==> src/rtl/cfgmap_pkg.sv <==
package cfgmap_pkg;
    localparam logic [15:0] SEL_PORT       = 16'hCF8;
    localparam logic [13:0] WIN_PORT_QUAD  = 14'h33F; // 0xCFC >> 2
    localparam int          SEL_EN_BIT     = 31;
    localparam logic [2:0]  SEL_ACC_BYTES  = 3'd4;

    typedef enum logic [1:0] {
        KIND_IO     = 2'd0,
        KIND_SELREG = 2'd1,
        KIND_WINDOW = 2'd2,
        KIND_RANGE  = 2'd3
    } acc_kind_e;
endpackage

==> src/rtl/cfgmap_classify.sv <==
module cfgmap_classify
    import cfgmap_pkg::*;
#(
    parameter int PORT_W = 32
) (
    input  logic [PORT_W-1:0] port,
    input  logic [2:0]        size,
    output acc_kind_e         kind
);
    localparam int HI_W = PORT_W - 16;

    logic [15:0] low_port;
    logic        hi_set;

    generate
        if (HI_W > 0) begin : g_hi
            assign hi_set = |port[PORT_W-1:16];
        end else begin : g_nohi
            assign hi_set = 1'b0;
        end
    endgenerate

    assign low_port = port[15:0];

    always_comb begin
        if (hi_set) begin
            kind = KIND_RANGE;
        end else if (low_port == SEL_PORT && size == SEL_ACC_BYTES) begin
            kind = KIND_SELREG;
        end else if (low_port[15:2] == WIN_PORT_QUAD) begin
            kind = KIND_WINDOW;
        end else begin
            kind = KIND_IO;
        end
    end
endmodule

==> src/rtl/cfgmap_sel_reg.sv <==
module cfgmap_sel_reg #(
    parameter int SEL_W = 32
) (
    input  logic             clk,
    input  logic             rst_n,
    input  logic             wr_en,
    input  logic [SEL_W-1:0] wr_val,
    output logic [SEL_W-1:0] sel_q
);
    logic [SEL_W-1:0] sel_d;

    always_comb begin
        sel_d = sel_q;
        if (wr_en) begin
            sel_d = wr_val;
        end
    end

    always_ff @(posedge clk) begin
        if (!rst_n) begin
            sel_q <= '0;
        end else begin
            sel_q <= sel_d;
        end
    end
endmodule

==> src/rtl/cfgmap_addr_form.sv <==
module cfgmap_addr_form
    import cfgmap_pkg::*;
#(
    parameter int          PA_W         = 40,
    parameter logic [PA_W-1:0] CFG_PREFIX   = 40'h20_0000_0000,
    parameter logic [PA_W-1:0] IO_PREFIX    = 40'h10_0000_0000,
    parameter logic [PA_W-1:0] INTREG_PADDR = 40'h00_0000_0640
) (
    input  acc_kind_e   kind,
    input  logic [15:0] low_port,
    input  logic [31:0] sel,
    output logic [PA_W-1:0] paddr,
    output logic        uncached,
    output logic        intreg,
    output logic        range_err
);
    logic [31:0] cfg_bits;
    logic [PA_W-1:0] io_addr;
    logic [PA_W-1:0] cfg_addr;

    assign cfg_bits = {1'b0, sel[30:2], low_port[1:0]};
    assign io_addr  = IO_PREFIX  | PA_W'(low_port);
    assign cfg_addr = CFG_PREFIX | PA_W'(cfg_bits);

    always_comb begin
        paddr     = '0;
        uncached  = 1'b0;
        intreg    = 1'b0;
        range_err = 1'b0;
        unique case (kind)
            KIND_RANGE: begin
                range_err = 1'b1;
            end
            KIND_SELREG: begin
                intreg = 1'b1;
                paddr  = INTREG_PADDR;
            end
            KIND_WINDOW: begin
                uncached = 1'b1;
                paddr    = sel[SEL_EN_BIT] ? cfg_addr : io_addr;
            end
            default: begin
                uncached = 1'b1;
                paddr    = io_addr;
            end
        endcase
    end
endmodule

==> src/rtl/cfg_port_mapper.sv <==
module cfg_port_mapper
    import cfgmap_pkg::*;
#(
    parameter int          PORT_W       = 32,
    parameter int          PA_W         = 40,
    parameter logic [PA_W-1:0] CFG_PREFIX   = 40'h20_0000_0000,
    parameter logic [PA_W-1:0] IO_PREFIX    = 40'h10_0000_0000,
    parameter logic [PA_W-1:0] INTREG_PADDR = 40'h00_0000_0640
) (
    input  logic              clk,
    input  logic              rst_n,
    input  logic              acc_valid,
    input  logic              acc_write,
    input  logic [PORT_W-1:0] acc_port,
    input  logic [2:0]        acc_size,
    input  logic [31:0]       acc_wdata,
    output logic              res_valid,
    output logic [PA_W-1:0]   res_paddr,
    output logic              res_uncached,
    output logic              res_intreg,
    output logic              res_range_err,
    output logic [31:0]       res_rdata
);
    typedef struct packed {
        logic            valid;
        logic [PA_W-1:0] paddr;
        logic            uncached;
        logic            intreg;
        logic            range_err;
        logic [31:0]     rdata;
    } res_t;

    res_t        res_d, res_q;
    acc_kind_e   kind;
    logic [31:0] sel_q;
    logic        sel_wr;
    logic [PA_W-1:0] f_paddr;
    logic        f_unc, f_int, f_err;

    cfgmap_classify #(.PORT_W(PORT_W)) u_classify (
        .port (acc_port),
        .size (acc_size),
        .kind (kind)
    );

    assign sel_wr = acc_valid && acc_write && (kind == KIND_SELREG);

    cfgmap_sel_reg #(.SEL_W(32)) u_sel (
        .clk    (clk),
        .rst_n  (rst_n),
        .wr_en  (sel_wr),
        .wr_val (acc_wdata),
        .sel_q  (sel_q)
    );

    cfgmap_addr_form #(
        .PA_W        (PA_W),
        .CFG_PREFIX  (CFG_PREFIX),
        .IO_PREFIX   (IO_PREFIX),
        .INTREG_PADDR(INTREG_PADDR)
    ) u_form (
        .kind      (kind),
        .low_port  (acc_port[15:0]),
        .sel       (sel_q),
        .paddr     (f_paddr),
        .uncached  (f_unc),
        .intreg    (f_int),
        .range_err (f_err)
    );

    always_comb begin
        res_d = '0;
        if (acc_valid) begin
            res_d.valid     = 1'b1;
            res_d.paddr     = f_paddr;
            res_d.uncached  = f_unc;
            res_d.intreg    = f_int;
            res_d.range_err = f_err;
            if (kind == KIND_SELREG && !acc_write) begin
                res_d.rdata = sel_q;
            end
        end
    end

    always_ff @(posedge clk) begin
        if (!rst_n) begin
            res_q <= '0;
        end else begin
            res_q <= res_d;
        end
    end

    assign res_valid     = res_q.valid;
    assign res_paddr     = res_q.paddr;
    assign res_uncached  = res_q.uncached;
    assign res_intreg    = res_q.intreg;
    assign res_range_err = res_q.range_err;
    assign res_rdata     = res_q.rdata;
endmodule

==> config.mk <==
export PLATFORM = sky130hd
export DESIGN_NAME = cfg_port_mapper
export DESIGN_NICKNAME = d
export VERILOG_FILES = /design/src/rtl/cfgmap_pkg.sv /design/src/rtl/cfgmap_classify.sv /design/src/rtl/cfgmap_sel_reg.sv /design/src/rtl/cfgmap_addr_form.sv /design/src/rtl/cfg_port_mapper.sv
export SDC_FILE = /design/constraint.sdc
export NUM_CORES = 1
export LEC_CHECK = 0
export BUFFER_PORTS_ARGS = -buffer_cell sky130_fd_sc_hd__buf_2
export CAP_MARGIN = 15
export CORE_MARGIN = 10
export CORE_UTILIZATION = 45
export DETAILED_ROUTE_END_ITERATION = 16
export GPL_ROUTABILITY_DRIVEN = 0
export PLACE_DENSITY_LB_ADDON = 0.3
export SETUP_SLACK_MARGIN = 0.1
export SLEW_MARGIN = 20
export SYNTH_ARGS = -nofsm -noshare
export SYNTH_HDL_FRONTEND = slang
export SYNTH_HIERARCHICAL = 1
export SYNTH_SLANG_ARGS = --single-unit
==> constraint.sdc <==
create_clock -name clk -period 1.83 [get_ports clk]
set_input_delay 0.183 -clock clk [delete_from_list [all_inputs] [get_ports clk]]
set_output_delay 0.183 -clock clk [all_outputs]
set_load 0.1 [all_outputs]
After elaboration in Yosys (flattened, before gate mapping)
Index checks and enable logic that the tools add are counted.
{ "word_totals": {"register_bits": 108, "inputBits": 71, "output_inout_bits": 76} }
{ "classes": {"n_eq_ne": 6, "n_mux": 10, "reduce_logical": 9} }
{ "ops": {"columns": ["operator", "count"], "rows": [
  ["$pmux W40 S3", 1],
  ["$mux W76", 1],
  ["$mux W38", 1],
  ["$mux W32", 1],
  ["$eq A16 B12 Y1 const B", 1],
  ["$reduce_or A16 Y1", 1],
  ["$eq A14 B10 Y1 const B", 1],
  ["$mux W2", 3],
  ["$eq A2 B2 Y1 const B", 2],
  ["$logic_and A1 B1 Y1", 4],
  ["$eq A3 B3 Y1 const B", 1],
  ["$mux W1", 3],
  ["$reduce_and A3 Y1", 1],
  ["$eq A2 B1 Y1 const B", 1],
  ["$reduce_and A2 Y1", 1],
  ["$reduce_or A2 Y1", 1],
  ["$logic_not A1 Y1", 1]
]} }

Longest topological paths before layout
{ "depth": {"word_depth": 8, "mapped_depth": 8, "depth_no_buf": 6} }

Cells and area by module
The synthesis kept the hierarchy.
{ "by_module_without_submodules": {"columns": ["module", "instances", "cells_each", "area_per_inst_um2"], "rows": [
  ["cfg_port_mapper", 1, 170, 2313.5],
  ["cfgmap_sel_reg", 1, 103, 1243.7],
  ["cfgmap_addr_form", 1, 85, 556.8],
  ["cfgmap_classify", 1, 14, 102.6]
]} }

Least setup slack after synthesis
OpenSTA, ideal clock, no wires.
{ "synth_timing": {"path_type": "input to register", "start": "in acc_port[13]", "end": "reg u_sel.sel_q[0]", "setup_ns": 0.116, "arrival_ns": 1.778, "setup_slack_ns": -0.064, "stages": 8, "path_buffers": 2, "cell_sequence": "or3_1 -> nor4_2 -> a41o_1 -> and4b_1 -> buf_6 -> buf_12 -> mux2i_1 -> nor2b_1"} }
{ "synth_between": {"elab_chain_len": 6, "word_cells_on_any_way": 8} }
{ "synth_rtl": {"columns": ["element", "line", "text"], "rows": [
  ["from (decl)", "cfg_port_mapper.sv:14", "input logic [PORT_W-1:0] acc_port,"],
  ["$eq A16 B12 Y1", "cfgmap_classify.sv:28", "end else if (low_port == SEL_PORT && size == SEL_ACC_BYTES) begin"],
  ["$logic_and A1 B1 Y1", "cfgmap_classify.sv:28", null],
  ["$mux W2", "cfgmap_classify.sv:28", null],
  ["$mux W2", "cfgmap_classify.sv:26", "if (hi_set) begin"],
  ["net kind[0]", "cfg_port_mapper.sv:34", "acc_kind_e kind;"],
  ["$eq A2 B1 Y1", "cfg_port_mapper.sv:46", "assign sel_wr = acc_valid && acc_write && (kind == KIND_SELREG);"],
  ["$logic_and A1 B1 Y1", "cfg_port_mapper.sv:46", null],
  ["net sel_wr", "cfg_port_mapper.sv:36", "logic sel_wr;"],
  ["to (signal assigned)", "cfgmap_sel_reg.sv:23", "sel_q <= sel_d;"],
  ["to (decl)", "cfgmap_sel_reg.sv:8", "output logic [SEL_W-1:0] sel_q"]
]} }
The timed path passes the listed nets, and every way through them passes these cells.
A chain may end at the register's enable or synchronous reset.

Final worst setup path
{ "layout_timing": {"start": "in acc_port[13]", "end": "reg u_sel.sel_q[16]"} }
The elaborated chain is that of the path after synthesis.

==> summary.md <==
| Metric | Value |
|---|---|
| Port bufs | ~150 |
| Mapped cell area | 0.00422 mm^2 |
| DR iter-0 viols | between 100 and 150 |
| Critical Path Start Type | primary input |
| Slowest stage delay, CP | a little over 400 ps |
| HPWL Detailed | 7860 um |
| CTS Buf Count | 9 |
| Final Hold Slack | about 73 ps |
| CP max FO | 19 |
| P_leak | 2.36 nW |
| Setup Crit Path Kind | primary input to flop |
| DRT Pass-1 Iters | 4 |
| Worst vdd ir | 0.473 mV |
| Grt ovf | 0 |
| Synth Register Bits | 108 |
| Rows | 35 |
| GRT Overall Usage | 0.150 |
| Total Power | between 3 and 4 mW |
| Yosys top cell area share | 0.513 |
| Area grow syn2layout | 23.7% |
| Die X | 117 um |
| Final WL | 10600 um |
| Min-delay src | acc_wdata[31] |
| Setup Skew | approximately 8 ps |
| Cells after synthesis | ~370 |
| Avg Cell Area, Syn | between 10 and 15 um^2 |
| DRC | 0 |
| Global-route wire length before repair | about 16000 um |
| CTS tree | done |
| Initial core utilization | 0.459 |
| R2r startpoint | u_sel/sel_q[31] |
| Number of synthesized flops with an enable pin | 0 |
| Final Cycle Share | 0.906 |
| Worst Path Required | 2080 ps |
| Final Max Tran Viols | 0 |
| ANT nets after route | 0 |
| Most area-consuming cells after synthesis | dfxtp_1, nor3b_2, mux2i_1 |
| Worst slew margin | 0.643 |
| Clock latency at the later pin of the worst-skew pair | roughly 360 ps |
| CTS Hold Bufs | 0 |
| Die area | 0.0136 mm^2 |
| Crit. Startpoint | acc_port[13] |
| Vias post-DR | 3096 |
| Final worst path period need | 1660 ps |
| Post CTS Setup Buffer Count | 0 |
| Number of global-route vias before repair | 3205 |
| Layout cells sized above 1 | 0.450 |
| Worst slew pin tran | roughly 540 ps |
| Placeable Area | just over 0.009 mm^2 |
| Post_cts resized | 0 |
| Nets@finish | a little under 600 |
| Die Span Y | between 100 and 150 um |
| Avg WL per Cell | ~17 um |
| Fin util | 0.567 |
| Crit end category | flop |
| # IOs | approximately 150 |
| DR vias/cell | 4.89 |
| Worst-path clk slew | roughly 100 ps |
| Yosys cell types | 33 |
| Clock Tree Root | clkbuf_8 |
| Outcome | complete, no violations |
| Max Cap Viol | 0 |
| Area leader, netlist | dfxtp_1 |
| Crit-path slowest cell | or3_1 |
| H-tree Lvls | 3 |
| Clock Path Buffers | 2 |
| Crit path arrival time | around 1900 ps |
| Yosys warns | 6 |
| Initial antenna violation count | 1 |
| Final Hold Fails | 0 |
| Antenna Cells | 0 |
| Clk sinks | between 100 and 150 |
| Largest net degree at the start of global routing | 39 |
| Setup violators final | 0 |
| RSZ-0062 raised after global routing | no |
| Seq/Total Area, Yosys | 0.513 |
| Worst hold path type | primary input to flop |
| Async SR Flop Fraction | 0 |
| Pwr per Cell Area | 754 mW/mm^2 |
| Post-synth top flop | dfxtp_1 |
| Critical Path, Cell by Cell | buf_2 -> or3_1 -> nor4_4 -> a41o_1 -> and4b_2 -> buf_12 -> mux2i_1 -> nor2b_1 |
| FMAX | between 600 and 700 MHz |
[routing by layer]
| layer | GRT usage | share of wire | vias to the layer above |
|---|---|---|---|
| met3 | 0.0540 | 0.078 | 18 |
| li1 | - | - | 1552 |
| met2 | 0.249 | 0.49 | 81 |
| met1 | 0.170 | 0.42 | 1443 |
| met5 | 0 | 0.0012 | - |
| met4 | 0.0667 | 0.020 | 2 |
[final cells by class]
type	instances	area (um^2)
fill	810	3980
multi-input combinational	226	1790
clock inverter	6	50.0
clock buffer	9	124
timing repair buffer	168	933
tap	111	139
inverter	5	18.8
sequential	108	2160
[cell usage after synthesis, types with 2 or more instances]
master	count
a21bo_2	11
a21oi_1	12
and2_1	17
and3_1	39
and3_2	4
buf_12	3
buf_2	8
buf_4	7
buf_6	7
clkbuf_1	14
dfxtp_1	108
inv_1	5
mux2i_1	32
nand3_1	11
nand4b_1	4
nor2_1	4
nor2b_1	34
nor3b_1	2
nor3b_2	30
nor4_1	5
o221ai_1	3
[cell usage in the layout (no fill, tap or decap), drive strengths merged, types with 3 or more instances in the layout]
cell and n:
clkbuf 9, clkinv 3, nor4 6, nor2 4, nor3b 32, inv 7, conb 7, buf 168
dfxtp 108, nor2b 34, and3 43, and2 17, a21bo 11, a21oi 12, nand4b 5, nand3 11
o221ai 3, mux2i 32
[path summary, 6_finish.rpt]
| path | endpoint | slack, ps | depth (start not counted) |
|---|---|---|---|
| worst min-delay path | u_sel/sel_q[31] | 70 | 3 |
| worst min register to register | res_rdata[0] | 490 | 1 |
| worst max-delay path | u_sel/sel_q[16] | 170 | 8 |
| worst max register to register | res_paddr[2] | 620 | 4 |
[critical path, delay by kind of cell]
kind / cells / cell delay (ps)
AOI/OAI and AO/OA: 1 / 220
buffers and inverters: 2 / 300
muxes: 1 / 240
and+or+nand+nor: 4 / 950
[report_power, final]
part	switching, mW	total, mW	internal (mW)
registers	0.00148	2.36	2.36
logic	0.161	0.265	0.104
clock network	0.807	1.31	0.505
total	0.970	3.94	2.97
[per-stage QoR]
stage	std cells	cell area [um^2]	setup WS, ps	setup TNS, ps
2_1_floorplan	378	4250	-51.1	-1530
3_3_place_gp	618	5030	-101	-5270
3_5_place_dp	618	5030	-169	-9780
4_1_cts	633	5210	219	0
5_1_grt	633	5220	128	0
6_report	633	5220	171	0
[state kept, by name, indices dropped and copies added, names as in the netlist]
signal and flops:
u_sel/sel_q 32, res_uncached 1, res_valid 1, res_intreg 1
res_range_err 1, res_rdata 32, res_paddr 40
[cell families after synthesis]
| kind of cell | count (synthesis) | synth area share |
|---|---|---|
| AO/OA/AOI/OAI | 28 | 0.0510 |
| buffers and inverters | 44 | 0.0718 |
| flip-flops | 108 | 0.513 |
| multiplexers | 32 | 0.0760 |
| other | 1 | 0.000889 |
| AND/OR/NAND/NOR | 159 | 0.288 |
Power figures use the tool's default switching activity.
